$ cat config.mk
export PLATFORM = sky130hd
export DESIGN_NAME = walsh_pattern_gen
export DESIGN_NICKNAME = d
export VERILOG_FILES = /design/src/rtl/walsh_pkg.sv /design/src/rtl/walsh_step_timer.sv /design/src/rtl/walsh_row_bank.sv /design/src/rtl/walsh_mix_noise.sv /design/src/rtl/walsh_pattern_gen.sv
export SDC_FILE = /design/constraint.sdc
export NUM_CORES = 1
export LEC_CHECK = 0
export BUFFER_PORTS_ARGS = -buffer_cell sky130_fd_sc_hd__buf_2
export CORE_MARGIN = 2
export CORE_UTILIZATION = 25
export DETAILED_ROUTE_END_ITERATION = 8
export GPL_TIMING_DRIVEN = 0
export SYNTH_ARGS = -nofsm -noshare
export SYNTH_HDL_FRONTEND = slang
export SYNTH_SLANG_ARGS = --single-unit
$ cat constraint.sdc
create_clock -name clk -period 2.36 [get_ports clk]
set_clock_uncertainty 0.15 [all_clocks]
set_input_delay 0.236 -clock clk [delete_from_list [all_inputs] [get_ports clk]]
set_output_delay 0.236 -clock clk [all_outputs]
set_load 0.005 [all_outputs]
$ cat src/rtl/walsh_pkg.sv
package walsh_pkg;

  localparam int unsigned NCOMP = 3;
  localparam int unsigned MAXW  = 16;

  // parity of (row AND step): XOR network over a counter
  function automatic logic walsh_bit(input logic [MAXW-1:0] row,
                                     input logic [MAXW-1:0] step);
    return ^(row & step);
  endfunction

  // two-level select tree; c2 carries the half share in three-way mode
  function automatic logic mix_pick(input logic three, input logic hi,
                                    input logic lo, input logic c0,
                                    input logic c1, input logic c2);
    logic leaf;
    if (three) begin
      leaf = lo ? c1 : c0;
      return hi ? leaf : c2;
    end
    return hi ? c1 : c0;
  endfunction

endpackage

$ cat src/rtl/walsh_step_timer.sv
module walsh_step_timer #(
  parameter int unsigned ORDER_W = 3,
  parameter int unsigned DIV_W   = 2,
  parameter int unsigned HW      = 2
) (
  input  logic               clk,
  input  logic               rst,
  input  logic [HW-1:0]      hold_log2,
  output logic               load_evt,
  output logic               step_tick,
  output logic [ORDER_W-1:0] step_t,
  output logic [DIV_W-1:0]   div_cnt
);

  localparam logic [DIV_W:0] ONE = (DIV_W+1)'(1);

  logic [DIV_W-1:0]   div_q;
  logic [ORDER_W-1:0] t_q;
  logic [HW-1:0]      h_eff;
  logic [DIV_W:0]     last_cnt;

  always_comb begin
    if (int'(hold_log2) > int'(DIV_W)) h_eff = HW'(DIV_W);
    else                               h_eff = hold_log2;
    last_cnt = (ONE << h_eff) - ONE;
  end

  assign step_tick = ({1'b0, div_q} >= last_cnt);
  assign load_evt  = (div_q == '0);

  always_ff @(posedge clk) begin
    if (rst) begin
      div_q <= '0;
      t_q   <= '0;
    end else if (step_tick) begin
      div_q <= '0;
      t_q   <= t_q + 1'b1;
    end else begin
      div_q <= div_q + 1'b1;
    end
  end

  assign step_t  = t_q;
  assign div_cnt = div_q;

endmodule

$ cat src/rtl/walsh_row_bank.sv
module walsh_row_bank
  import walsh_pkg::*;
#(
  parameter int unsigned ORDER_W = 3
) (
  input  logic [ORDER_W-1:0]       step_t,
  input  logic [NCOMP*ORDER_W-1:0] comp_row,
  input  logic [NCOMP-1:0]         comp_phase,
  output logic [NCOMP-1:0]         comp_bits
);

  for (genvar i = 0; i < NCOMP; i++) begin : g_comp
    logic [ORDER_W-1:0] row_i;
    assign row_i        = comp_row[i*ORDER_W +: ORDER_W];
    assign comp_bits[i] = walsh_bit(MAXW'(row_i), MAXW'(step_t)) ^ comp_phase[i];
  end

endmodule

$ cat src/rtl/walsh_mix_noise.sv
module walsh_mix_noise
  import walsh_pkg::*;
(
  input  logic             clk,
  input  logic             rst,
  input  logic             load_evt,
  input  logic             three_way,
  input  logic             sel_hi,
  input  logic             sel_lo,
  input  logic             noise,
  input  logic [NCOMP-1:0] comp_bits,
  output logic             mixed_bit,
  output logic             pattern
);

  logic pat_q;

  assign mixed_bit = mix_pick(three_way, sel_hi, sel_lo,
                              comp_bits[0], comp_bits[1], comp_bits[2]);

  always_ff @(posedge clk) begin
    if (rst)           pat_q <= 1'b0;
    else if (load_evt) pat_q <= mixed_bit ^ noise;
  end

  assign pattern = pat_q;

endmodule

$ cat src/rtl/walsh_pattern_gen.sv
module walsh_pattern_gen
  import walsh_pkg::*;
#(
  parameter int unsigned ORDER_W = 3,
  parameter int unsigned DIV_W   = 2,
  localparam int unsigned HW     = $clog2(DIV_W + 1)
) (
  input  logic                     clk,
  input  logic                     rst,
  input  logic [HW-1:0]            hold_log2,
  input  logic [NCOMP*ORDER_W-1:0] comp_row,
  input  logic [NCOMP-1:0]         comp_phase,
  input  logic                     three_way,
  input  logic                     sel_hi,
  input  logic                     sel_lo,
  input  logic                     noise,
  output logic                     pattern
);

  logic               load_evt;
  logic               step_tick;
  logic [ORDER_W-1:0] step_t;
  logic [DIV_W-1:0]   div_cnt;
  logic [NCOMP-1:0]   comp_bits;
  logic               mixed_bit;

  walsh_step_timer #(.ORDER_W(ORDER_W), .DIV_W(DIV_W), .HW(HW)) u_timer (
    .clk(clk), .rst(rst), .hold_log2(hold_log2),
    .load_evt(load_evt), .step_tick(step_tick),
    .step_t(step_t), .div_cnt(div_cnt)
  );

  walsh_row_bank #(.ORDER_W(ORDER_W)) u_rows (
    .step_t(step_t), .comp_row(comp_row),
    .comp_phase(comp_phase), .comp_bits(comp_bits)
  );

  walsh_mix_noise u_mix (
    .clk(clk), .rst(rst), .load_evt(load_evt), .three_way(three_way),
    .sel_hi(sel_hi), .sel_lo(sel_lo), .noise(noise),
    .comp_bits(comp_bits), .mixed_bit(mixed_bit), .pattern(pattern)
  );

endmodule

# Word-level counts from Yosys, hierarchy flattened
# Cells that the tools add are included.
classes:
  n_addsub: 3
  order_cmp: 2
  n_shift: 1
  muxes: 7
  n_bitwise: 7
  reduce_logical: 5
ops:
  columns: ["operator", "count"]
  rows:
  - ["XOR reduction 16 bit", 3]
  - ["AND 3 bit", 3]
  - ["two-way mux 1 bit", 6]
  - ["bitwise XOR 1 bit", 4]
  - ["adder 3 x 1 -> 3 bit, second input constant", 1]
  - [">= comparator 2 x 3 -> 1 bit", 1]
  - ["left shift 1 x 2 -> 3 bit, first input constant", 1]
  - ["subtractor 3 x 1 -> 3 bit, second input constant", 1]
  - ["adder 2 x 1 -> 2 bit, second input constant", 1]
  - ["greater-than comparator 2 bit, second input constant", 1]
  - ["logical NOT 2 bit", 1]
  - ["two-way mux 2 bit", 1]
  - ["OR reduction 2 bit", 1]
totals:
  reg_bits: 6
  inputBits: 20
  out_inout_bits: 1
  wordCells: 28

# Logic depth before layout (Yosys ltp)
# Gate-level depths: netlist of run 1.
logic_depth:
  depth_word: 8
  depth_mapped: 7
  ltp_nobuf: 7

# Modules after synthesis
# From an unflattened synthesis of run 1, not the netlist that was laid out.
unflattened:
  cells_unflattened: 59
  hier_area_um2: 515.5
modules_own_cells:
  columns: ["mod", "n_inst", "cells_per_inst", "area_each_um2", "seq_area_each_um2"]
  rows:
  - ["walsh_step_timer", 1, 29, 302.8, 100.1]
  - ["walsh_row_bank", 1, 18, 112.6, 0.0]
  - ["walsh_mix_noise", 1, 12, 100.1, 20.0]

# Worst setup path after synthesis of run 1
# OpenSTA, ideal clock, no wires.
synth_path:
  path_type: "register -> register"
  start: "register u_timer.t_q[0], in the netlist u_timer.step_t[0]"
  end: "register u_mix.pat_q, in the netlist u_mix.pattern"
  setup_time_ns: 0.091
  arrival_time_ns: 1.474
  required_ns: 2.119
  setup_slack_ns: 0.645
  path_stages_with_launch: 7
  n_path_buf: 0
  cell_sequence: "dfxtp_1 > nand2_1 > xor2_1 > xnor2_1 > a32o_1 > or3_1 > a311oi_1"
synth_via:
  elab_chain_cells: 8
  elab_cells_between_ends: 15
  classes_between: "mux: 5; bitwise: 7; reduce/logical: 3"
synth_rtl:
  columns: ["item", "line", "text"]
  rows:
  - ["from (decl)", "walsh_step_timer.sv:18", "logic [ORDER_W-1:0] t_q;"]
  - ["from (signal assigned)", "walsh_step_timer.sv:37", "t_q <= t_q + 1'b1;"]
  - ["AND 3 bit", "walsh_pkg.sv:9", "return ^(row & step);"]
  - ["XOR reduction 16 bit", "walsh_pkg.sv:9", null]
  - ["bitwise XOR 1 bit", "walsh_row_bank.sv:15", "assign comp_bits[i] = walsh_bit(MAXW'(row_i), MAXW'(step_t)) ^ comp_phase[i];"]
  - ["two-way mux 1 bit", "walsh_pkg.sv:18", "leaf = lo ? c1 : c0;"]
  - ["two-way mux 1 bit", "walsh_pkg.sv:19", "return hi ? leaf : c2;"]
  - ["two-way mux 1 bit", "walsh_pkg.sv:17", "if (three) begin"]
  - ["two-way mux 1 bit *", "walsh_pkg.sv:21", "return hi ? c1 : c0;"]
  - ["bitwise XOR 1 bit *", "walsh_mix_noise.sv:23", "else if (load_evt) pat_q <= mixed_bit ^ noise;"]
  - ["to (signal assigned)", "walsh_mix_noise.sv:23", null]
  - ["to (decl)", "walsh_mix_noise.sv:16", "logic pat_q;"]
# Mark *: on every way between the ends. The rest lies on a longest branch, timed or not. The select of a mux whose other input is x is not followed.
# A chain may end at the register's enable or synchronous reset.

# Worst setup path in the final report of run 1
# Same ends and word-level chain as after synthesis.

==> summary.md, run 1 <==
| Metric | Value |
|---|---|
| Result of the run | `completed` |
| Post-Place Worst Slack | `508.5 ps` |
| Unrepaired setup endpoints after global routing | `false` |
| Count of buffers from port buffering | `20` |
| Avg WL per Cell | `8.590 um` |
| Number of buffers inserted during clock tree synthesis | `3` |
| Slew margin rel. | `0.8653` |
| Final layout net count | `just over 100` |
| Final Instance Count excl. Fillers | `100` |
| Total Wirelength | `859 um` |
| Share of the clock period used by the worst path | `0.7703` |
| CTS tree | `built` |
| Insertion delay to the later sink of the worst-skew pair | `240 ps` |
| Total number of vias | `410` |
| Via-to-Cell Ratio | `4.100` |
| Buffers from clock root to sink, at most | `2` |
| Total area of multi-input combinational cells | `322.8 sq um` |
| Detailed placement HPWL | `about 770 um` |
| CTS H-tree depth | `1` |
| Average size of a mapped cell | `8.734 sq um` |
| Most frequent cells in the layout | `20 x sky130_fd_sc_hd__buf_2, 8 x sky130_fd_sc_hd__nand2_1, 6 x sky130_fd_sc_hd__dfxtp_1` |
| Setup-failing EPs final | `0` |
| Effective utilization at floorplan | `0.2630` |
| Hold violation total from the final report | `0` |
| Hold bufs inserted after CTS | `0` |
| Clock period minus worst slack | `1818 ps` |
| Sequential element share of the synthesized area | `0.2645` |
| CTS resizes | `0` |
| Maximum number of pins on one net before global-route repair | `7` |
| Cell Area, Synth | `around 450 sq um` |
| Highest Clock Rate | `roughly 550 MHz` |
| Required time at the worst-slack endpoint | `between 2000 and 2500 ps` |
| Synthesized instance count | `52` |
| Final weighted congestion in routability-driven placement | `0.6636` |
| Critical Setup Path Class | `register to register` |
| Number of max-cap violations | `0` |
| FF-to-FF path depth | `6` |
| GRT Overall Usage | `0.1010` |
| Comb power frac | `0.423` |
| Destination of the critical timing path | `u_mix.pattern` |
| Sequential cell fraction of total power | `0.367` |
| Setup Buffers After CTS | `0` |
| Count of different cell masters after synthesis | `21` |
| Smallest setup slack after layout | `542.2 ps` |
| Switching power share of the total | `0.3226` |
| Antenna violation net count after detailed routing | `0` |
| Actual slew at the worst max-slew pin | `~200 ps` |
| Root buffer cell | `sky130_fd_sc_hd__clkbuf_4` |
| Max rail drop VDD | `about 0.24 mV` |
| Number of placement rows | `15` |
| Detail Route met2 WL | `approximately 390 um` |
| Synth warn | `0` |
| Storage cell area | `around 120 sq um` |
| Top-Level Pins | `21` |
| Die Outline Area | `2174 sq um` |
| Clk pin slew, worst setup/hold paths | `40 ps` |
| Count of clock tree sinks | `6` |
| Antenna diode instance count | `0` |
| Most frequent standard cell in the layout excluding fill and tap cells | `sky130_fd_sc_hd__buf_2` |
| Proportion of layout cells with a drive suffix above 1 | `0.3867` |
| Relative area change from synthesis to final layout | `33.88%` |
| Drt initial violations | `2` |
| Overall Power | `0.4224 mW` |
| Core area | `1727 sq um` |
| Net count after synthesis | `76` |
| P per Cell Area | `694.7 nW/um^2` |
| Global-route wire length before repair | `1400 um` |
| First-pass detailed-route iteration total | `3` |
| Sum Neg Setup Slack | `0 ps` |
| Reg2Reg Capture Point | `u_mix.pattern` |
| Overall overflow remaining after global route | `0` |
| Met1 wire length | `372 um` |
| Hold WC Path Type | `primary input to register` |
| Max-slew violation count | `0` |
| Internal power consumption | `0.2862 mW` |
| Startpoint of the worst setup timing path | `u_timer.step_t[0]` |
| Reg2reg setup slack | `540 ps` |
| Clock power frac | `0.210` |
| Antenna violations before repair | `0` |
| Nature of the critical path startpoint | `register` |
| DP Cell Count | `97` |
| Die span in y | `between 40 and 50 um` |
| Leakage | `about 0.28 nW` |
| Endpoint kind of the worst setup timing path | `register` |
| Filler instances | `around 190` |
| Via count of the first global-routing pass | `between 300 and 400` |
| Met3 routed wirelength | `69 um` |
| Seq cells post-synth | `6` |
| Uppermost routed layer | `met4` |
| Reg2reg start | `u_timer.step_t[0]` |
| Net switching power | `0.1363 mW` |
| Post-route DRC | `0` |
| Largest fanout of any net on the critical path | `5` |
| Critical path data arrival time | `1820 ps` |
| Floorplan die width | `46.63 um` |
==> synthesized netlist by cell type <==
cell	number	area (sq um)
sky130_fd_sc_hd__xnor2_1	5	43.79
sky130_fd_sc_hd__dfxtp_1	6	120.1
sky130_fd_sc_hd__nor3b_1	1	7.510
sky130_fd_sc_hd__nand2_1	8	30.03
sky130_fd_sc_hd__nor2_1	4	15.01
sky130_fd_sc_hd__a311oi_1	1	8.760
sky130_fd_sc_hd__or2_2	1	6.260
sky130_fd_sc_hd__o21ai_0	1	5.000
sky130_fd_sc_hd__nor3_1	1	5.000
sky130_fd_sc_hd__xor2_1	4	35.03
sky130_fd_sc_hd__ha_1	4	50.05
sky130_fd_sc_hd__inv_1	3	11.26
sky130_fd_sc_hd__or3_1	1	6.260
sky130_fd_sc_hd__nand2_2	2	12.51
sky130_fd_sc_hd__nand2b_1	2	12.51
sky130_fd_sc_hd__nor2b_1	1	6.260
sky130_fd_sc_hd__and2_4	1	8.760
sky130_fd_sc_hd__a21o_1	1	7.510
sky130_fd_sc_hd__mux2i_1	2	20.02
sky130_fd_sc_hd__xnor2_2	2	32.53
sky130_fd_sc_hd__a32o_1	1	10.01
==> cell type report <==
cell class / instances / area share
repair buffers: 20 / 0.1646
clock buffers: 3 / 0.03704
flip-flops and latches: 6 / 0.1975
inverters: 3 / 0.01852
well taps: 25 / 0.05144
multi-input cells: 43 / 0.5309
==> cell families (layout without fill, tap and decap cells) <==
family          after synthesis  after routing  share of synthesized area
compound gates                4              4                    0.06887
xor+xnor                     11             11                     0.2452
fa+ha+maj                     4              4                     0.1102
buf+inv                       3             26                    0.02479
flops                         6              6                     0.2645
mux                           2              2                    0.04408
simple gates                 22             22                     0.2424
==> critical path, stage by stage (launching register included) <==
cell                       delay, ps
sky130_fd_sc_hd__dfxtp_1         420
sky130_fd_sc_hd__nand2_1          90
sky130_fd_sc_hd__xor2_1          150
sky130_fd_sc_hd__xnor2_1         120
sky130_fd_sc_hd__a32o_1          250
sky130_fd_sc_hd__or3_1           310
sky130_fd_sc_hd__a311oi_1        250
==> flip-flops by register name, summed over array words and instances (netlist names) <==
| signal | flops |
|---|---|
| u_mix.pattern | 1 |
| u_timer.div_cnt | 2 |
| u_timer.step_t | 3 |
==> worst min-delay path by stage <==
stage	to	slack (ps)	from	depth (start not counted)
finish	u_timer.step_t[0]	100	rst	2
global route	u_timer.step_t[0]	90	rst	2
CTS	u_timer.step_t[0]	90	rst	2
detailed placement	u_timer.div_cnt[0]	270	u_timer.div_cnt[0]	1
global placement	u_timer.div_cnt[0]	260	u_timer.div_cnt[0]	1
floorplan	u_mix.pattern	160	rst	1
==> power by group through the flow <==
stage	logic, mW	clock network [mW]	registers [mW]
CTS	0.182	0.0935	0.156
detailed placement	0.182	0	0.157
global route	0.203	0.104	0.159
finish	0.179	0.0889	0.155
global placement	0.178	0	0.156
floorplan	0.140	0	0.151
==> metrics by stage <==
stage	area (sq um)	util	hold slack, ps
after global routing	608.1	0.3522	88.13
after floorplan	454.2	-	158.1
after CTS	608.1	0.3522	89.88
final	608.1	0.3522	100.4
after global placement	585.6	0.3391	258.5
after detailed placement	585.6	0.3391	271.6
==> per-layer routing <==
layer	GRT usage	vias up
met4	0.1000	0
met1	0.1005	175
met2	0.1472	14
met3	0.05098	2
li1	-	219
met5	0	-
(Power assumes the default switching activity.)
==> run 2: changes to the inputs <==
clock period = 1.65 ns   (was 2.36 ns; I/O delays follow)
==> run 2 against run 1 <==
The flow now finishes with violations (setup timing). Maximum frequency grew 8.1%. Core utilization grew 1.4 points. Flip-flop and latch count is the same. Cell area grew 3.9%. Critical path type unchanged. Critical endpoint unchanged. Largest cell class unchanged. Largest power group unchanged.
==> summary.md, run 2 (same netlist as run 1, synthesis figures left out) <==
| Metric | Value |
|---|---|
| Total area of multi-input combinational cells | `between 300 and 400 sq um` |
| Number of buffer and inverter instances along the worst setup path | `0` |
| Failing checks | `setup timing` |
| Number of flip-flops in the largest register | `3` |
| Count of clock tree sinks | `6` |
| Smallest setup slack after layout | `-31.86 ps` |
| Worst path cell trace | `nand2_2 > xor2_1 > xnor2_1 > a32o_1 > or3_1 > a311oi_2` |
| Antenna violation net count after detailed routing | `0` |
| Hold path endpoint | `u_timer.step_t[0]` |
| Avg WL per Cell | `8.700 um` |
| Share of the clock period used by the worst path | `1.019` |
| Area post-placement | `~590 sq um` |
| Proportion of layout cells with a drive suffix above 1 | `0.4800` |
| Nature of the critical path startpoint | `register` |
| Endpoint kind of the worst setup timing path | `register` |
| Critical path data arrival time | `between 1500 and 2000 ps` |
| Insertion delay to the later sink of the worst-skew pair | `about 250 ps` |
| Top cell family by delay on the critical path | `compound AO/OA/AOI/OAI gates` |
| Origin of the worst min-delay path | `rst` |
| Most frequent standard cell in the layout excluding fill and tap cells | `sky130_fd_sc_hd__buf_2` |
| Global-route wire length before repair | `1504 um` |
| Storage cell area | `132.6 sq um` |
| Relative area change from synthesis to final layout | `39.12%` |
| Setup Buffers After CTS | `0` |
| Core area | `between 1500 and 2000 sq um` |
| Hold path depth | `2` |
| Hold violation total from the final report | `0` |
| Overall Power | `0.6494 mW` |
| Critical Setup Path Class | `register to register` |
| Drt initial violations | `0` |
| Count of buffers from port buffering | `20` |
| Reg2Reg Capture Point | `u_mix.pattern` |
| Number of placement rows | `15` |
| Reg2reg setup slack | `-30 ps` |
| Result of the run | `complete, but fails checks` |
| Max rail drop VDD | `roughly 0.26 mV` |
| Clk pin slew, worst setup/hold paths | `approximately 50 ps` |
| Root buffer cell | `sky130_fd_sc_hd__clkbuf_4` |
| P per Cell Area | `roughly 1000 nW/um^2` |
| Hold WC Path Type | `primary input to register` |
| Final standard cell area without fillers | `631.9 sq um` |
| Required time at the worst-slack endpoint | `1670 ps` |
| Reg2reg start | `u_timer.step_t[0]` |
| First-pass detailed-route iteration total | `1` |
| CTS H-tree depth | `1` |
| Antenna diode instance count | `0` |
| Post-route DRC | `0` |
| Effective utilization at floorplan | `0.2630` |
| Setup-failing EPs final | `1` |
| Number of max-cap violations | `0` |
| Final layout net count | `101` |
| Leakage | `0.2848 nW` |
| CTS tree | `built` |
| Highest Clock Rate | `594.6 MHz` |
| Die span in y | `46.63 um` |
| Most frequent cells in the layout | `20 x sky130_fd_sc_hd__buf_2, 6 x sky130_fd_sc_hd__nand2_1, 5 x sky130_fd_sc_hd__xnor2_1` |
| Actual slew at the worst max-slew pin | `202.4 ps` |
| Buffers from clock root to sink, at most | `2` |
| Top-Level Pins | `21` |
| Via count of the first global-routing pass | `between 300 and 400` |
| GRT Overall Usage | `0.09698` |
| Number of buffers inserted during clock tree synthesis | `3` |
| Max-slew violation count | `0` |
| Detailed placement HPWL | `735.7 um` |
| Largest fanout of any net on the critical path | `5` |
| Floorplan die width | `around 47 um` |
| Final weighted congestion in routability-driven placement | `0.6865` |
| Filler instances | `a little under 200` |
| Total number of vias | `403` |
| Clock period minus worst slack | `1682 ps` |
| Maximum number of pins on one net before global-route repair | `7` |
| Slew margin rel. | `0.8651` |
| Worst Hold Margin | `8.970 ps` |
| Antenna violations before repair | `0` |
| Overall overflow remaining after global route | `0` |
| Via-to-Cell Ratio | `4.030` |
| Die Outline Area | `2174 sq um` |
| Crit-path max cell delay | `370 ps` |
| Unrepaired setup endpoints after global routing | `true` |
| Master of the slowest instance on the critical path | `sky130_fd_sc_hd__dfxtp_4` |
| Total Wirelength | `870 um` |
| FF-to-FF path depth | `6` |
==> run 2: cell count changes in the layout (fill, tap and decap cells not counted) <==
| cell | before | now |
|---|---|---|
| sky130_fd_sc_hd__a311oi_2 | 0 | 1 |
| sky130_fd_sc_hd__nand2_1 | 8 | 6 |
| sky130_fd_sc_hd__nand2_2 | 2 | 4 |
| sky130_fd_sc_hd__dfxtp_1 | 6 | 2 |
| sky130_fd_sc_hd__dfxtp_2 | 0 | 1 |
| sky130_fd_sc_hd__dfxtp_4 | 0 | 3 |
| sky130_fd_sc_hd__a311oi_1 | 1 | 0 |
==> run 2: repair_timing <==
item,4_1_cts,5_1_grt
resized for setup,4,3
hold buffers,0,0
endpoints found under the setup margin,1,2
pin swaps,0,5
==> run 2: power by group <==
group	switching, mW	total, mW	internal (mW)
clock	0.0561	0.139	0.0825
sequential	0.0383	0.233	0.194
combinational	0.125	0.278	0.154
==> run 2: metrics by stage <==
step                utilization  worst slack (ps)  cells  setup TNS (ps)
detailed placement       0.3413            -122.2     97          -218.9
finish                   0.3659            -31.86    100          -31.86
CTS                      0.3601            -47.45    100          -47.45
global placement         0.3413            -81.45     97          -141.8
floorplan                     -             31.52     52               0
global route             0.3659            -137.0    100          -137.0
==> run 2: worst max path at each step <==
| stage | start | to | cells after the start |
|---|---|---|---|
| detailed placement | hold_log2[0] | u_timer.step_t[2] | 8 |
| global placement | hold_log2[0] | u_timer.step_t[2] | 8 |
| finish | u_timer.step_t[0] | u_mix.pattern | 6 |
| global route | u_timer.step_t[0] | u_mix.pattern | 6 |
| floorplan | u_timer.step_t[0] | u_mix.pattern | 6 |
| CTS | u_timer.step_t[0] | u_mix.pattern | 6 |
==> run 2: final cells by class <==
class                           instances  area share
Multi-Input combinational cell         43      0.5287
Inverter                                3     0.01782
Tap cell                               25     0.04950
Timing Repair Buffer                   20      0.1584
Sequential cell                         6      0.2099
Clock buffer                            3     0.03564
==> run 2: per-layer routing <==
layer	wire length (um)	global-route usage
met3	41	0.01176
met1	391	0.1168
met2	422	0.1667
met4	14	0.05000
met5	0	0
==> run 3: changes to the inputs <==
RECOVER_POWER = 50   (was unset)
==> run 3 against run 2 <==
The run still ends with setup timing left. Worst setup slack unchanged. Sequential power about the same. Combinational power about the same. Hold slack did not move. Critical path type unchanged. Largest cell class unchanged.
==> summary.md, run 3 (same netlist as run 1, synthesis figures left out) <==
| Metric | Value |
|---|---|
| Met2 Use GR | `0.1667` |
| Final Instance Count excl. Fillers | `100` |
| Number of placement rows | `15` |
| Effective utilization at floorplan | `0.2630` |
| Final layout net count | `slightly above 100` |
| Via-to-Cell Ratio | `just over 4` |
| Die Outline Area | `2174 sq um` |
| Count of clock tree sinks | `6` |
| Post-Route Utilization | `0.3645` |
| Antenna violations before repair | `0` |
| Maximum number of pins on one net before global-route repair | `7` |
| Avg WL per Cell | `8.720 um` |
| Required time at the worst-slack endpoint | `between 1500 and 2000 ps` |
| Number of max-cap violations | `0` |
| Drt initial violations | `0` |
| Failing checks | `setup timing` |
| Slew margin rel. | `0.8651` |
| Reg2Reg Capture Point | `u_mix.pattern` |
| Most frequent cells in the layout | `19 x sky130_fd_sc_hd__buf_2, 6 x sky130_fd_sc_hd__nand2_1, 5 x sky130_fd_sc_hd__xnor2_1` |
| Total Wirelength | `872 um` |
| Endpoint kind of the worst setup timing path | `register` |
| FF-to-FF path depth | `6` |
| Filler instances | `195` |
| Critical path data arrival time | `1700 ps` |
| Post-route DRC | `0` |
| P per Cell Area | `1027 nW/um^2` |
| Most frequent standard cell in the layout excluding fill and tap cells | `sky130_fd_sc_hd__buf_2` |
| Hold WC Path Type | `primary input to register` |
| CTS tree | `built` |
| Root buffer cell | `sky130_fd_sc_hd__clkbuf_4` |
| Unrepaired setup endpoints after global routing | `true` |
| First-pass detailed-route iteration total | `1` |
| Largest fanout of any net on the critical path | `5` |
| Proportion of layout cells with a drive suffix above 1 | `0.4533` |
| Global routing usage on met1 | `0.1168` |
| Nature of the critical path startpoint | `register` |
| Net switching power | `around 0.22 mW` |
| Antenna diode instance count | `0` |
| Result of the run | `complete, but fails checks` |
| Die span in y | `46.63 um` |
| Relative area change from synthesis to final layout | `38.57%` |
| Floorplan die width | `between 40 and 50 um` |
| Hold bufs inserted after CTS | `0` |
| Top-Level Pins | `21` |
| Clk pin slew, worst setup/hold paths | `50 ps` |
| Antenna violation net count after detailed routing | `0` |
| Met3 capacity usage during global routing | `0.01176` |
| Internal power consumption | `approximately 0.43 mW` |
| Overall overflow remaining after global route | `0` |
| Share of the clock period used by the worst path | `1.019` |
| Hold violation total from the final report | `0` |
| Comb power frac | `0.428` |
| Final weighted congestion in routability-driven placement | `0.6865` |
| DP Cell Count | `between 90 and 100` |
| Setup-failing EPs final | `1` |
| Critical Setup Path Class | `register to register` |
| Hold path depth | `2` |
| Global-route wire length before repair | `1504 um` |
| Total number of vias | `403` |
| Highest Clock Rate | `594.6 MHz` |
| Buffers from clock root to sink, at most | `2` |
| Count of buffers from port buffering | `20` |
| Origin of the worst min-delay path | `rst` |
| Switching power share of the total | `0.3395` |
| Max rail drop VDD | `0.2616 mV` |
| Via count of the first global-routing pass | `about 400` |
| Number of buffers inserted during clock tree synthesis | `3` |
| Most used routing layer | `met2` |
| CTS H-tree depth | `1` |
| Clock power frac | `0.214` |
| Sequential cell fraction of total power | `0.358` |
| Insertion delay to the later sink of the worst-skew pair | `250 ps` |
| Max-slew violation count | `0` |
| Detailed placement HPWL | `735.7 um` |
| Reg2reg setup slack | `-30 ps` |
| Reg2reg start | `u_timer.step_t[0]` |
| Overall Power | `0.6466 mW` |
| Smallest setup slack after layout | `-31.86 ps` |
| Startpoint of the worst setup timing path | `u_timer.step_t[0]` |
| Hold path endpoint | `u_timer.step_t[0]` |
| Clock period minus worst slack | `~1700 ps` |
| GRT Overall Usage | `0.09698` |
| Core area | `1727 sq um` |
| Number of flip-flops in the largest register | `3` |
| Leakage | `~0.28 nW` |
| Actual slew at the worst max-slew pin | `between 200 and 250 ps` |
run 3: changes by cell type in the layout (fill, tap and decap cells not counted), sizes merged:
cell    delta
buf        -1
clkbuf     +1
run 3: worst max-delay path, cell delays in order, from the launching register on:
cell and delay (ps):
sky130_fd_sc_hd__dfxtp_4 370, sky130_fd_sc_hd__nand2_2 50, sky130_fd_sc_hd__xor2_1 140, sky130_fd_sc_hd__xnor2_1 120, sky130_fd_sc_hd__a32o_1 250, sky130_fd_sc_hd__or3_1 320
sky130_fd_sc_hd__a311oi_2 190
run 3: final cells by class:
cell class / instances / area, sq um / share of cell area
Multi-Input combinational cell: 43 / 334.1 / 0.5308
Sequential cell: 6 / 131.4 / 0.2087
Timing Repair Buffer: 20 / 98.84 / 0.1571
Tap cell: 25 / 31.28 / 0.04970
Clock buffer: 3 / 22.52 / 0.03579
Inverter: 3 / 11.26 / 0.01789
run 3: how the worst max path moves through the flow:
stage / endpoint / slack, ps
after floorplan: u_mix.pattern / 30
after global placement: u_timer.step_t[2] / -80
after detailed placement: u_timer.step_t[2] / -120
after CTS: u_mix.pattern / -50
after global routing: u_mix.pattern / -140
final: u_mix.pattern / -30
run 3: stage by stage:
stage / instance area [sq um] / TNS (ps) / setup WS [ps] / hold WS (ps)
floorplan: 457.9 / 0 / 31.52 / 79.97
global placement: 589.3 / -141.8 / -81.45 / 258.9
detailed placement: 589.3 / -218.9 / -122.2 / 268.6
CTS: 621.8 / -47.45 / -47.45 / 5.966
global route: 629.4 / -140.2 / -137.0 / 27.21
finish: 629.4 / -31.86 / -31.86 / 8.970
run 3: metal layers:
layer / vias to the layer above / share of wire
met5: - / 0
met1: 170 / 0.45
met4: 0 / 0.016
met3: 2 / 0.048
met2: 14 / 0.48
li1: 217 / -
run 3: power groups by stage:
stage	clock network [mW]	logic, mW	registers (mW)
after floorplan	0	0.201	0.220
after global placement	0	0.256	0.229
after detailed placement	0	0.267	0.228
after CTS	0.141	0.269	0.233
after global routing	0.147	0.313	0.240
final	0.139	0.277	0.232
run 3: timing repair:
| item | in CTS | in global routing |
|---|---|---|
| pin swaps | 0 | 5 |
| setup buffers | 0 | 0 |
| resized for setup | 4 | 3 |
| endpoints found under the setup margin | 1 | 2 |
